--- src/rtl/led_event_pkg.sv ---
package led_event_pkg;
    typedef enum logic {
        ST_IDLE = 1'b0,
        ST_HOLD = 1'b1
    } hold_state_e;

    function automatic int max_of(input int a, input int b);
        return (a > b) ? a : b;
    endfunction
endpackage

--- src/rtl/led_stretcher.sv ---
module led_stretcher
    import led_event_pkg::*;
#(
    parameter int HOLD_A = 62000,
    parameter int HOLD_B = 1515
) (
    input  logic clk,
    input  logic rst,
    input  logic tick,
    input  logic mode_sel,
    input  logic evt,
    output logic out_act
);
    localparam int HOLD_MAX = max_of(HOLD_A, HOLD_B);
    localparam int CW       = $clog2(HOLD_MAX + 1);
    localparam logic [CW-1:0] LOAD_A = CW'(HOLD_A);
    localparam logic [CW-1:0] LOAD_B = CW'(HOLD_B);
    localparam logic [CW-1:0] ONE    = CW'(1);

    hold_state_e   state_q, state_d;
    logic [CW-1:0] cnt_q, cnt_d;
    logic [CW-1:0] load_val;

    assign load_val = mode_sel ? LOAD_B : LOAD_A;

    always_ff @(posedge clk) begin
        if (rst) begin
            state_q <= ST_IDLE;
            cnt_q   <= '0;
        end else begin
            state_q <= state_d;
            cnt_q   <= cnt_d;
        end
    end

    always_comb begin
        state_d = state_q;
        cnt_d   = cnt_q;
        unique case (state_q)
            ST_IDLE: begin
                if (evt) begin
                    state_d = ST_HOLD;
                    cnt_d   = load_val;
                end
            end
            ST_HOLD: begin
                if (evt) begin
                    cnt_d = load_val;
                end else if (tick) begin
                    if (cnt_q <= ONE) begin
                        state_d = ST_IDLE;
                        cnt_d   = '0;
                    end else begin
                        cnt_d = cnt_q - ONE;
                    end
                end
            end
            default: begin
                state_d = ST_IDLE;
                cnt_d   = '0;
            end
        endcase
    end

    always_comb begin
        out_act = evt || (state_q == ST_HOLD);
    end

    assert_clear_R11: assert property (@(posedge clk)
        rst |=> (state_q == ST_IDLE && cnt_q == '0));

    assert_reload_R4: assert property (@(posedge clk) disable iff (rst)
        evt |=> (state_q == ST_HOLD &&
                 cnt_q == ($past(mode_sel) ? LOAD_B : LOAD_A)));

    assert_tick_gate_R5: assert property (@(posedge clk) disable iff (rst)
        (state_q == ST_HOLD && !evt && !tick) |=> $stable(cnt_q));

    assert_release_R2: assert property (@(posedge clk) disable iff (rst)
        (state_q == ST_HOLD && cnt_q == ONE && tick && !evt) |=> (state_q == ST_IDLE));

    assert_mode_free_R12: assert property (@(posedge clk) disable iff (rst)
        (state_q == ST_HOLD && cnt_q > ONE && tick && !evt) |=> (cnt_q == $past(cnt_q) - ONE));

    assert_bound_R3: assert property (@(posedge clk) disable iff (rst)
        cnt_q <= CW'(HOLD_MAX));
endmodule

--- src/rtl/led_port_cond.sv ---
module led_port_cond #(
    parameter int HOLD_MODE0 = 62000,
    parameter int HOLD_MODE1 = 1515
) (
    input  logic clk,
    input  logic rst,
    input  logic mode_sel,
    input  logic tick,
    input  logic port_en,
    input  logic link_ok,
    input  logic partition,
    input  logic tx_en,
    input  logic rx_dv,
    input  logic col,
    input  logic rxbuf_full,
    output logic tx_act,
    output logic rx_act,
    output logic col_act,
    output logic bfull_act,
    output logic status_act,
    output logic health_act
);
    localparam int NDYN = 4;

    logic [NDYN-1:0] dyn_in;
    logic [NDYN-1:0] dyn_out;
    logic            healthy;
    logic            status_evt;
    logic            status_held;

    assign dyn_in  = {rxbuf_full, col, rx_dv, tx_en};
    assign healthy = port_en && link_ok && !partition;

    for (genvar k = 0; k < NDYN; k++) begin : g_dyn
        led_stretcher #(.HOLD_A(HOLD_MODE0), .HOLD_B(HOLD_MODE1)) u_str (
            .clk     (clk),
            .rst     (rst),
            .tick    (tick),
            .mode_sel(mode_sel),
            .evt     (dyn_in[k]),
            .out_act (dyn_out[k])
        );
    end

    assign status_evt = healthy && mode_sel;

    led_stretcher #(.HOLD_A(HOLD_MODE0), .HOLD_B(HOLD_MODE1)) u_status (
        .clk     (clk),
        .rst     (rst),
        .tick    (tick),
        .mode_sel(mode_sel),
        .evt     (status_evt),
        .out_act (status_held)
    );

    assign tx_act     = dyn_out[0];
    assign rx_act     = dyn_out[1];
    assign col_act    = dyn_out[2];
    assign bfull_act  = dyn_out[3];
    assign health_act = healthy;
    assign status_act = mode_sel ? status_held : healthy;

    assert_evt_visible_R1: assert property (@(posedge clk) disable iff (rst)
        (tx_en |-> tx_act) and (rx_dv |-> rx_act) and
        (col |-> col_act) and (rxbuf_full |-> bfull_act));

    assert_health_gate_R7: assert property (@(posedge clk) disable iff (rst)
        (!port_en || !link_ok || partition) |-> !health_act);

    assert_status_mode_R8: assert property (@(posedge clk) disable iff (rst)
        (mode_sel && health_act) |-> status_act);
endmodule

--- src/rtl/led_event_bank.sv ---
module led_event_bank #(
    parameter int NPORTS     = 4,
    parameter int HOLD_MODE0 = 62000,
    parameter int HOLD_MODE1 = 1515
) (
    input  logic              clk,
    input  logic              rst,
    input  logic              mode_sel,
    input  logic              tick,
    input  logic [NPORTS-1:0] port_en,
    input  logic [NPORTS-1:0] link_ok,
    input  logic [NPORTS-1:0] partition,
    input  logic [NPORTS-1:0] tx_en,
    input  logic [NPORTS-1:0] rx_dv,
    input  logic [NPORTS-1:0] col,
    input  logic [NPORTS-1:0] rxbuf_full,
    input  logic [NPORTS-1:0] unk_fwd_en,
    input  logic [NPORTS-1:0] sniffer_cfg,
    input  logic [NPORTS-1:0] full_duplex,
    output logic [NPORTS-1:0] tx_act,
    output logic [NPORTS-1:0] rx_act,
    output logic [NPORTS-1:0] col_act,
    output logic [NPORTS-1:0] bfull_act,
    output logic [NPORTS-1:0] status_act,
    output logic [NPORTS-1:0] health_act,
    output logic [NPORTS-1:0] partition_act,
    output logic [NPORTS-1:0] unk_fwd_act,
    output logic [NPORTS-1:0] sniffer_act,
    output logic [NPORTS-1:0] duplex_act,
    output logic              secondary_mode
);
    for (genvar p = 0; p < NPORTS; p++) begin : g_port
        led_port_cond #(.HOLD_MODE0(HOLD_MODE0), .HOLD_MODE1(HOLD_MODE1)) u_port (
            .clk       (clk),
            .rst       (rst),
            .mode_sel  (mode_sel),
            .tick      (tick),
            .port_en   (port_en[p]),
            .link_ok   (link_ok[p]),
            .partition (partition[p]),
            .tx_en     (tx_en[p]),
            .rx_dv     (rx_dv[p]),
            .col       (col[p]),
            .rxbuf_full(rxbuf_full[p]),
            .tx_act    (tx_act[p]),
            .rx_act    (rx_act[p]),
            .col_act   (col_act[p]),
            .bfull_act (bfull_act[p]),
            .status_act(status_act[p]),
            .health_act(health_act[p])
        );
    end

    assign partition_act  = partition;
    assign unk_fwd_act    = unk_fwd_en;
    assign sniffer_act    = sniffer_cfg;
    assign duplex_act     = full_duplex;
    assign secondary_mode = !mode_sel;

    assert_secondary_R9: assert property (@(posedge clk) disable iff (rst)
        secondary_mode != mode_sel);

    assert_partition_R10: assert property (@(posedge clk) disable iff (rst)
        partition_act == partition);
endmodule

--- config.mk ---
export PLATFORM = sky130hd
export DESIGN_NAME = led_event_bank
export DESIGN_NICKNAME = d
export VERILOG_FILES = /design/src/rtl/led_event_pkg.sv /design/src/rtl/led_stretcher.sv /design/src/rtl/led_port_cond.sv /design/src/rtl/led_event_bank.sv
export SDC_FILE = /design/constraint.sdc
export NUM_CORES = 1
export LEC_CHECK = 0
export BUFFER_PORTS_ARGS = -buffer_cell sky130_fd_sc_hd__buf_2
export CORE_ASPECT_RATIO = 1.4
export CORE_MARGIN = 2
export CORE_UTILIZATION = 64
export CTS_CLUSTER_DIAMETER = 50
export CTS_CLUSTER_SIZE = 8
export DETAILED_ROUTE_END_ITERATION = 12
export PLACE_DENSITY = 0.81
export SYNTH_ARGS = -nofsm -noshare
export SYNTH_HDL_FRONTEND = slang
export SYNTH_HIERARCHICAL = 1
export SYNTH_SLANG_ARGS = --single-unit
--- constraint.sdc ---
create_clock -name clk -period 1.75 [get_ports clk]
set_input_delay 0.35 -clock clk [delete_from_list [all_inputs] [get_ports clk]]
set_output_delay 0.35 -clock clk [all_outputs]
set_load 0.01 [all_outputs]
==> After elaboration in Yosys (flattened, before gate mapping) <==
Index checks and enable logic that the tools add are counted.
{ "totals": {"register_bits": 340, "latch_bits": 0, "mem_bits_rw": 0, "rom_bits": 0, "inputBits": 44, "output_inout_bits": 41, "word_cells": 402, "n_memories": 0} }
{ "classes": {"n_addsub": 20, "n_mul": 0, "n_div": 0, "order_cmp": 20, "eq_ne": 40, "shift": 0, "n_mux": 205, "bitwise_logic": 20, "n_reduce_logical": 57} }
{ "ops": {"columns": ["op", "count"], "rows": [
  ["$mux 16", 81],
  ["$pmux 16 s2", 20],
  ["$le 16x1->1 const B", 20],
  ["$sub 16x1->16 const B", 20],
  ["$mux 1", 84],
  ["$ne 3x3->1 const B", 20],
  ["$ne 2x2->1 const B", 20],
  ["$pmux 1 s2", 20],
  ["$reduce_and 2->1", 20],
  ["$logic_or 1x1->1", 20],
  ["$not 1->1", 20],
  ["$logic_and 1x1->1", 12],
  ["$logic_not 1->1", 5]
]} }

==> Longest topological paths before layout <==
Gate-level depths: netlist of the first run.
{ "logic_depth": {"word_depth": 5, "depth_mapped": 7} }

==> Modules after synthesis <==
The synthesis of the first run kept the hierarchy.
{ "modules_own_cells": {"columns": ["module", "n_inst", "cells_each", "area_each_um2"], "rows": [
  ["led_stretcher", 20, 145, 1162.4],
  ["led_port_cond", 4, 5, 38.8],
  ["led_event_bank", 1, 17, 123.9]
]} }

==> Least setup slack after synthesis of the first run <==
OpenSTA, ideal clock, no wires.
{ "synth_path": {"kind": "input port to flip-flop", "from": "input port port_en[0]", "to": "register g_port[0].u_port.u_status.cnt_q[13]", "setup_time_ps": 131, "t_arrival_ps": 1507, "required_time_ps": 1619, "path_slack_ps": 112, "stages": 7, "path_buffers": 1, "cell_sequence": "nand2_2 -> nor3b_2 -> clkbuf_1 -> a21o_1 -> o21ai_0 -> o31ai_2 -> nor3_1"} }
{ "synth_between": {"elab_chain_cells": 5} }
{ "synth_rtl": {"columns": ["element", "line_no", "text"], "rows": [
  ["start: declaration", "led_event_bank.sv:10", "input logic [NPORTS-1:0] port_en,"],
  ["$logic_and 1x1->1 (*) (2 in a row)", "led_port_cond.sv:32", "assign healthy = port_en && link_ok && !partition;"],
  ["$logic_and 1x1->1 (*)", "led_port_cond.sv:45", "assign status_evt = healthy && mode_sel;"],
  ["named net g_port[0].u_port.status_evt", "led_port_cond.sv:28", "logic status_evt;"],
  ["$mux 16 (tied with other cells)", "led_stretcher.sv:47", "if (evt) begin"],
  ["$pmux 16 s2 / $reduce_and 2->1 (equally long branches)", null, null],
  ["end signal: assignment", "led_stretcher.sv:32", "cnt_q <= cnt_d;"],
  ["end: declaration", "led_stretcher.sv:21", "logic [CW-1:0] cnt_q, cnt_d;"]
]} }
The timed path passes the listed nets; every way through them passes the cells marked *.
A chain may end at the register's enable or synchronous reset.

==> Worst setup path after layout of the first run <==
{ "layout_path": {"from": "register g_port[3].u_port.g_dyn[0].u_str.cnt_q[12]", "to": "register g_port[3].u_port.g_dyn[0].u_str.cnt_q[1]"} }
{ "layout_between": {"elab_chain_cells": 5} }
{ "layout_rtl": {"columns": ["element", "line_no", "text"], "rows": [
  ["start: declaration", "led_stretcher.sv:21", null],
  ["start signal: assignment", "led_stretcher.sv:32", null],
  ["$le 16x1->1", "led_stretcher.sv:50", "if (cnt_q <= ONE) begin"],
  ["$mux 16", "led_stretcher.sv:50", null],
  ["$mux 16", "led_stretcher.sv:49", "end else if (tick) begin"],
  ["$mux 16", "led_stretcher.sv:47", null],
  ["$pmux 16 s2", "led_stretcher.sv:39", "unique case (state_q)"]
]} }
Every way passes these cells. The select of a mux whose other input is x is not followed.

==> impl_metrics.toml, run 1 <==
[timing]
tightest_slew_ns = 0.6164
min_period_over_period = 0.9926
setup_slack_ns = 0.01292
slew-limit-headroom = 0.5838
finClkSkew_ns = 0.01005
fmax_mhz = 575.7
tns_ns = 0
finalHoldViolCount = 0
grt_setup_unrepaired = "true"
setup_viol_count_final = 0
min_period_ns = 1.737
slew_violations = 0

[floorplanning]
rows = 83
die-area_um2 = 38330
start_util = 0.6454
fp.dieH_um = 230.9
io-pin-count = 85
dieWidth_um = 166.0
core_area_um2 = 36450

[worst_setup_path]
arrival_ns = 2.17
path_class = "flop to flop"
crit_path_start_kind = "flop"
required_ns = 2.19
path_cells = "nor4_1 -> nand3_2 -> o211ai_1 -> o22ai_1"
critical_path.top_delay_family = "simple AND/OR/NAND/NOR gates"
cp_max_fo = 4
crit_path_max_incr_delay_ns = 0.52
worstSetupEndpointType = "flop"
path_buf_inv = 0
cp_slowest_cell = "nor4_1"

[grt]
grt_max_degree = 45
grt_overflow = 0
grt_usage = 0.3383
grt_pass1_wl_um = 113500
antenna_found_initial = 2
grt_pass1_vias = 24649

[logic_synthesis]
yosysTopAreaCell = "dfxtp_1"
syn-num-nets = 3021
yosysSeqAreaShare = 0.2893
ys_warn_count = 6
post_synth.cell_area_avg_um2 = 8.010
synth-edff-count = 0
synth.area.top_cells = "dfxtp_1 29%, a21oi_1 6.0%, o211ai_1 4.5%, nor2_1 4.2%, nor4_4 3.6%"
synth_seq_cells = 340
synthCells = 2937
async_flop_share = 0
synth_top_area_frac = 0.2893
syn_area_um2 = 23530
synth_cell_types = 49
synth_top_flop_cell = "dfxtp_1"

[cts]
postCtsHoldBufs = 0
clk_pin_slew_worst_paths_ns = 0.05
cts_tree = "yes"
clkLatencyLatePin_ns = 0.57
cts_made_buffers = 50
clock-root-buffer = "clkbuf_16"
cts.path.max_buffers = 3
clkSinkCount = 340
h-tree-depth = 2

[power]
total_power_mw = 25.18
power.leakage_nw = 10.68
p_int_mw = 16.98
clock_power_share = 0.356
pwr-share-comb = 0.287
p_per_area_nw_per_um2 = 889.6
vdd_drop_max_v = 0.0007798
seq_power_share = 0.357
p_sw_frac = 0.3255
p_sw_mw = 8.196

[drt]
drt_iter0_markers = 2273
viasPerCell = 6.768
drc = 0
via_count = 25196
drt-pass1-iter-count = 6
wire_per_inst_um = 18.37
routed_wl_um = 68380
drtAntennaViolNets = 0

[layout]
final_cells = 3723
fill_cells = 2543
drive_above_1_share = 0.2597
nNetsFinal = 3327
synthToLayoutAreaGrowth_pct = 20.31

[hold_path]
hold_class = "input port to flop"

[placement]
placedCellCount = 3651
preCtsSetupSlack_ns = -0.06712
portBuffers = 60
dp_hpwl_um = 47930
gp_congestion = 0.9501

[outcome]
outcome = "finished, final reports clean"

[job]
max-cap-violations = 0
## power by group through the flow
stage	sequential, mW	combinational, mW	clock [mW]
6_report	8.98	7.23	8.96
5_1_grt	9.05	7.81	9.39
4_1_cts	8.94	6.90	9.09
3_5_place_dp	9.09	6.81	0
3_3_place_gp	9.05	6.66	0
2_1_floorplan	9.01	4.47	0
## path summary, 6_finish.rpt
| kind | slack, ns | from | endpoint | cells after the start |
|---|---|---|---|---|
| setup / recovery | 0.01 | g_port[3].u_port/g_dyn[0].u_str/cnt_q[12] | g_port[3].u_port/g_dyn[0].u_str/cnt_q[1] | 4 |
| hold / removal | 0.13 | rst | g_port[2].u_port/u_status/cnt_q[15] | 2 |
| setup reg to reg | 0.01 | g_port[3].u_port/g_dyn[0].u_str/cnt_q[12] | g_port[3].u_port/g_dyn[0].u_str/cnt_q[1] | 4 |
| hold reg to reg | 0.52 | g_port[2].u_port/u_status/state_q | g_port[2].u_port/u_status/state_q | 2 |
## flip-flops by register name, indices dropped and copies added (netlist names)
name and flops:
g_port.u_port/g_dyn.u_str/cnt_q 256, g_port.u_port/u_status/cnt_q 64, g_port.u_port/g_dyn.u_str/state_q 16, g_port.u_port/u_status/state_q 4
## Yosys cell counts, types with 24 or more instances
master	instances
nor2_1	264
a21o_1	40
nand4_1	40
o22ai_1	80
inv_1	161
and2_1	80
nor3_1	80
dfxtp_1	340
nor3_2	40
nor4_1	40
nand2b_1	60
or4_4	40
o31ai_2	24
a21oi_1	280
o2111ai_1	60
mux2i_1	40
clkbuf_1	80
or2_2	40
nand2_1	204
and3_1	40
ha_1	40
buf_1	40
o211ai_1	140
o21ai_0	100
a311o_1	40
nor4_4	40
a31oi_1	80
nand3_1	40
## worst register-to-register path, cell delays in order, from the launching register on
cell      delay (ns)
dfxtp_1         0.33
nor4_1          0.52
nand3_2         0.20
o211ai_1        0.39
o22ai_1         0.17
## repair_timing
item / 4_1_cts / 5_1_grt
buffers inserted: 2 / 6
resized for setup: 34 / 105
pin swaps: 1 / 27
hold endpoints to repair: 0 / 0
setup endpoints to repair: 47 / 167
## layout make-up
| cell class | count | area (um^2) | area share |
|---|---|---|---|
| inverters | 161 | 604.3 | 0.02135 |
| clock buffers | 61 | 1396 | 0.04933 |
| flip-flops and latches | 340 | 6853 | 0.2421 |
| repair buffers | 430 | 3251 | 0.1148 |
| well taps | 467 | 584.3 | 0.02064 |
| multi-input cells | 2260 | 15600 | 0.5511 |
| diodes | 2 | 5.005 | 0.0001768 |
| clock inverters | 2 | 12.51 | 0.0004420 |
## placed cells by master (no fill, tap or decap), types with 41 or more instances in the layout
cell,netlist,layout
nand2_1,204,185
clkbuf_16,0,53
o211ai_1,140,140
nor3_2,40,41
nand2b_1,60,60
nor2_1,264,262
a21oi_1,280,278
nor3_1,80,77
o21ai_0,100,95
inv_1,161,148
o22ai_1,80,80
o2111ai_1,60,60
dfxtp_1,340,311
a31oi_1,80,80
and2_1,80,80
buf_4,16,358
buf_2,20,57
## routing by layer
layer  track usage  vias to the layer above  part of all wire
met5             0                        -                 0
met4        0.1902                        0             0.046
met3       0.04389                      313             0.063
met2        0.6055                     1206              0.50
met1        0.3885                    11919              0.39
li1              -                    11758                 -
## logic make-up after synthesis
logic type	count (synthesis)	share of synthesized area
and+or+nand+nor	1096	0.2874
AOI/OAI and AO/OA	1044	0.3063
DFF	340	0.2893
buffers and inverters	337	0.06377
xor gates and xnor gates	40	0.01489
muxes	40	0.01702
adders and majority gates	40	0.02127
## through the flow
stage | util | hold WS [ns] | instance area [um^2]
floorplan | - | 0.4898 | 23530
global placement | 0.7244 | 0.5023 | 26410
detailed placement | 0.7244 | 0.5097 | 26410
CTS | 0.7655 | 0.1093 | 27900
global route | 0.7765 | 0.1279 | 28300
finish | 0.7765 | 0.1311 | 28300
(Power assumes the default switching activity.)
==> run 2, diff against run 1 <==
--- a/config.mk
+++ b/config.mk
@@ -8,12 +8,11 @@
 export BUFFER_PORTS_ARGS = -buffer_cell sky130_fd_sc_hd__buf_2
 export CORE_ASPECT_RATIO = 1.4
 export CORE_MARGIN = 2
-export CORE_UTILIZATION = 64
+export CORE_UTILIZATION = 63
 export CTS_CLUSTER_DIAMETER = 50
 export CTS_CLUSTER_SIZE = 8
 export DETAILED_ROUTE_END_ITERATION = 12
-export PLACE_DENSITY = 0.81
+export PLACE_DENSITY = 0.8
 export SYNTH_ARGS = -nofsm -noshare
 export SYNTH_HDL_FRONTEND = slang
-export SYNTH_HIERARCHICAL = 1
 export SYNTH_SLANG_ARGS = --single-unit
==> run 2 against run 1 <==
Against the previous run:
- the flow now stops in global routing
- area after synthesis decreased by 14%
- synthesized cell count decreased by 8.3%
==> impl_metrics.toml, run 2 <==
[cts]
clock-root-buffer = "clkbuf_16"
cts_made_buffers = 49
h-tree-depth = 2
clkSinkCount = 340
cts.path.max_buffers = 3

[logic_synthesis]
synth_common_cells = "340 x dfxtp_1, 289 x a21oi_1, 253 x nand2_1, 245 x nor2_1, 144 x o21ai_0"
yosysTopAreaCell = "dfxtp_1"
post_synth.cell_area_avg_um2 = 7.534
synth_cell_types = 85
syn-num-nets = 2776
synth.most_common_cell = "dfxtp_1"
syn_area_um2 = 20280
yosysSeqAreaShare = 0.3356
synth_top_flop_cell = "dfxtp_1"
synth-edff-count = 0
ys_warn_count = 0
synth_seq_cells = 340
async_flop_share = 0
synthCells = 2692
synth.area.top_cells = "dfxtp_1 34%, a21oi_1 7.1%, nand2_1 4.7%, nor2_1 4.5%, o21ai_0 3.6%"
synth_top_area_frac = 0.3356

[placement]
portBuffers = 60
gp_congestion = 0.9854
dp_hpwl_um = 47590

[outcome]
stop_stage = "global routing"
error_line = "[ERROR DPL-0038] Utilization greater than 100%, impossible to legalize"
outcome = "aborted with a tool error"

[floorplanning]
dieWidth_um = 155.6
rows = 77
start_util = 0.6418
io-pin-count = 85
fp.dieH_um = 216.3

[timing]
worstEpCategory = "register input"
grt_worst_setup_endpoint = "g_port[2].u_port.g_dyn[1].u_str.cnt_q[13]$_SDFFE_PP0P_/D"

[grt]
grt_max_degree = 39
## run 2: changes by cell type after synthesis, moves of 44 or more
cell / change
inv_1: -79
o211ai_1: -107
o22ai_1: -59
o2111ai_1: -54
nand2_1: +49
nand3_1: +72
or3_1: +55
nor3_1: +46
nor4_1: +44
o21ai_0: +44
or4_1: +46
and2_1: -49
## run 2: logic make-up after synthesis
kind of cell / Yosys count / share of synthesized area
adders and majority gates: 40 / 0.02468
buffers and inverters: 259 / 0.05583
muxes: 15 / 0.007712
AOI/OAI and AO/OA: 830 / 0.2563
and+or+nand+nor: 1158 / 0.2983
DFF: 340 / 0.3356
xor gates and xnor gates: 50 / 0.02159
## run 2: timing repair
action                                  4_1_cts
hold buffers                                  0
pin swaps                                   142
endpoints found under the setup margin      231
gates resized for setup                     346
setup buffers                                60
cloned                                        2
## run 2: metrics by stage
step	instance area (um^2)	utilization	setup WS, ns	instances	hold WS [ns]
after floorplan	21260	-	-0.3842	2692	0.4311
after global placement	25900	0.8195	-0.3198	3595	0.4502
after detailed placement	25900	0.8195	-0.4458	3595	0.4624
after CTS	28970	0.9167	-0.3296	3708	0.09227
==> run 3, diff against run 2 <==
--- a/config.mk
+++ b/config.mk
@@ -6,13 +6,10 @@
 export NUM_CORES = 1
 export LEC_CHECK = 0
 export BUFFER_PORTS_ARGS = -buffer_cell sky130_fd_sc_hd__buf_2
-export CORE_ASPECT_RATIO = 1.4
 export CORE_MARGIN = 2
-export CORE_UTILIZATION = 63
-export CTS_CLUSTER_DIAMETER = 50
-export CTS_CLUSTER_SIZE = 8
+export CORE_UTILIZATION = 40
 export DETAILED_ROUTE_END_ITERATION = 12
-export PLACE_DENSITY = 0.8
+export PLACE_DENSITY_LB_ADDON = 0.15
 export SYNTH_ARGS = -nofsm -noshare
 export SYNTH_HDL_FRONTEND = slang
 export SYNTH_SLANG_ARGS = --single-unit
==> run 3 against run 2 <==
Against the previous run:
- the flow now finishes, with violations (negative setup slack)
- synthesized cell count stayed put
- area after synthesis unchanged
==> impl_metrics.toml, run 3 <==
[worst_setup_path]
path_class = "flop to flop"
reg2reg_from = "g_port[2].u_port.g_dyn[1].u_str.cnt_q[7]"
r2r_end = "g_port[2].u_port.g_dyn[1].u_str.cnt_q[10]"
cp_max_fo = 6
rrSetupSlack_ns = -0.32
required_ns = 2.27
arrival_ns = 2.58
crit_path_start_kind = "flop"
worstSetupEndpointType = "flop"
reg2reg_depth = 6

[logic_synthesis]
synthCells = 2692
synth_top_flop_cell = "dfxtp_1"
synth.most_common_cell = "dfxtp_1"
synth-edff-count = 0
synth_top_area_frac = 0.3356
synth.area.top_cells = "dfxtp_1 34%, a21oi_1 7.1%, nand2_1 4.7%, nor2_1 4.5%, o21ai_0 3.6%"
yosysTopAreaCell = "dfxtp_1"
syn_area_um2 = 20280
synth_seq_cells = 340
async_flop_share = 0
post_synth.cell_area_avg_um2 = 7.534
ys_warn_count = 0
synth_common_cells = "340 x dfxtp_1, 289 x a21oi_1, 253 x nand2_1, 245 x nor2_1, 144 x o21ai_0"
synth_cell_types = 85
syn-num-nets = 2776
yosysSeqAreaShare = 0.3356

[floorplanning]
dieWidth_um = 229.2
fp.dieH_um = 229.2
core_area_um2 = 50070
start_util = 0.4051
io-pin-count = 85
die-area_um2 = 52520
rows = 82

[hold_path]
hp-start = "rst"
hold_class = "input port to flop"
worstHoldPathCells = 2
hold_end = "g_port[2].u_port.g_dyn[3].u_str.cnt_q[5]"

[cts]
clkLatencyLatePin_ns = 0.58
clkSinkCount = 340
postCtsHoldBufs = 0
cts_made_buffers = 43
clk_pin_slew_worst_paths_ns = 0.06
h-tree-depth = 2
cts.path.max_buffers = 3
clock-root-buffer = "clkbuf_16"
cts_tree = "yes"

[timing]
min_period_ns = 2.066
fmax_mhz = 484.1
grt_setup_unrepaired = "true"
min_period_over_period = 1.180
tightest_slew_ns = 0.7745
holdWs_ns = 0.08872
slew-limit-headroom = 0.4837
slew_violations = 0
setup_slack_ns = -0.3158
finClkSkew_ns = 0.01593
finalHoldViolCount = 0
setup_viol_count_final = 138

[grt]
grt_max_degree = 52
grt_overflow = 0
grt_pass1_wl_um = 114000
grt_pass1_vias = 23497
grt_usage = 0.2534
antenna_found_initial = 1

[placement]
placedCellCount = 3901
portBuffers = 60
dp_hpwl_um = 47640
gp_congestion = 0.9079

[drt]
wire_per_inst_um = 17.59
drt_iter0_markers = 1600
drt-pass1-iter-count = 7
via_count = 23915
drtAntennaViolNets = 0
drc = 0
viasPerCell = 5.882
routed_wl_um = 71510

[layout]
largest_register = "g_port.u_port.g_dyn.u_str.cnt_q"
synthToLayoutAreaGrowth_pct = 57.54
drive_above_1_share = 0.4436
final_common_cell = "buf_4"
nNetsFinal = 3443
top_regs = "g_port.u_port.g_dyn.u_str.cnt_q x256, g_port.u_port.u_status.cnt_q x64, g_port.u_port.g_dyn.u_str.state_q x16"
fill_cells = 4199
largest_register_ffs = 256
final_cells = 4066
final_cell_mix = "628 x buf_4, 262 x dfxtp_1, 232 x nand2_1"

[power]
p_per_area_nw_per_um2 = 899.9
power.leakage_nw = 12.44
total_power_mw = 28.75
vdd_drop_max_v = 0.001237

[outcome]
violations = "negative setup slack"
outcome = "complete, but fails checks"

[job]
max-cap-violations = 0
run 3: cell counts after synthesis:
No cell type changed its count.
run 3: worst max-delay path, stage by stage, from the launching register on:
cell	delay, ns
dfxtp_1	0.31
or4_4	0.55
buf_6	0.16
nand2b_4	0.14
or4_1	0.51
o21a_1	0.21
a21oi_2	0.11
run 3: through the flow:
stage                     utilization  cell area (um^2)  setup slack [ns]  TNS [ns]
after floorplan                     -             21260           -0.3842    -6.850
after global placement         0.5293             26500           -0.3538    -20.62
after detailed placement       0.5293             26500           -0.3079    -25.69
after CTS                      0.5954             29810           -0.2895    -8.825
after global routing           0.6381             31950           -0.3769    -22.79
final                          0.6381             31950           -0.3158    -11.25
run 3: final cells by class:
cell class,count,area [um^2],share of cell area
multi-input cells,2094,15720,0.4920
flip-flops and latches,340,6939,0.2172
repair buffers,795,6392,0.2001
clock buffers,54,1230,0.03849
well taps,672,840.8,0.02632
clock inverters,25,489.2,0.01531
inverters,85,336.6,0.01053
diodes,1,2.502,0.00007832
run 3: timing repair:
item	in CTS	in global routing
pin swaps	145	202
resized for setup	328	441
buffers inserted	51	40
endpoints found under the setup margin	235	311
cloned	2	1
run 3: worst max path at each step:
stage	start	to	cells past startpoint
after floorplan	g_port[2].u_port.g_dyn[1].u_str.cnt_q[5]	g_port[2].u_port.g_dyn[1].u_str.cnt_q[13]	6
after global placement	g_port[2].u_port.g_dyn[1].u_str.cnt_q[7]	g_port[2].u_port.g_dyn[1].u_str.cnt_q[13]	5
after detailed placement	g_port[2].u_port.g_dyn[1].u_str.cnt_q[7]	g_port[2].u_port.g_dyn[1].u_str.cnt_q[13]	5
after CTS	g_port[2].u_port.g_dyn[1].u_str.cnt_q[7]	g_port[2].u_port.g_dyn[1].u_str.cnt_q[10]	6
after global routing	g_port[2].u_port.g_dyn[1].u_str.cnt_q[7]	g_port[2].u_port.g_dyn[1].u_str.cnt_q[10]	6
final	g_port[2].u_port.g_dyn[1].u_str.cnt_q[7]	g_port[2].u_port.g_dyn[1].u_str.cnt_q[10]	6
run 3: kinds of logic after synthesis:
group	after synthesis	share of synthesized area
simple gates	1158	0.2983
compound gates	830	0.2563
flops	340	0.3356
buf+inv	259	0.05583
xor+xnor	50	0.02159
fa+ha+maj	40	0.02468
mux	15	0.007712
run 3: report_power, final:
| group | total [mW] | switching [mW] | internal [mW] | leakage (nW) |
|---|---|---|---|---|
| registers | 8.87 | 0.546 | 8.32 | 2.83 |
| clock network | 10.8 | 3.76 | 7.04 | 0.833 |
| logic | 9.09 | 4.70 | 4.39 | 8.78 |
| total | 28.8 | 9.01 | 19.7 | 12.4 |
run 3: per-layer routing:
layer	vias up	share of wire	track usage
met5	-	0	0
met4	0	0.033	0.09821
met3	168	0.052	0.03374
met2	748	0.49	0.4432
met1	11537	0.42	0.3152
li1	11462	-	-
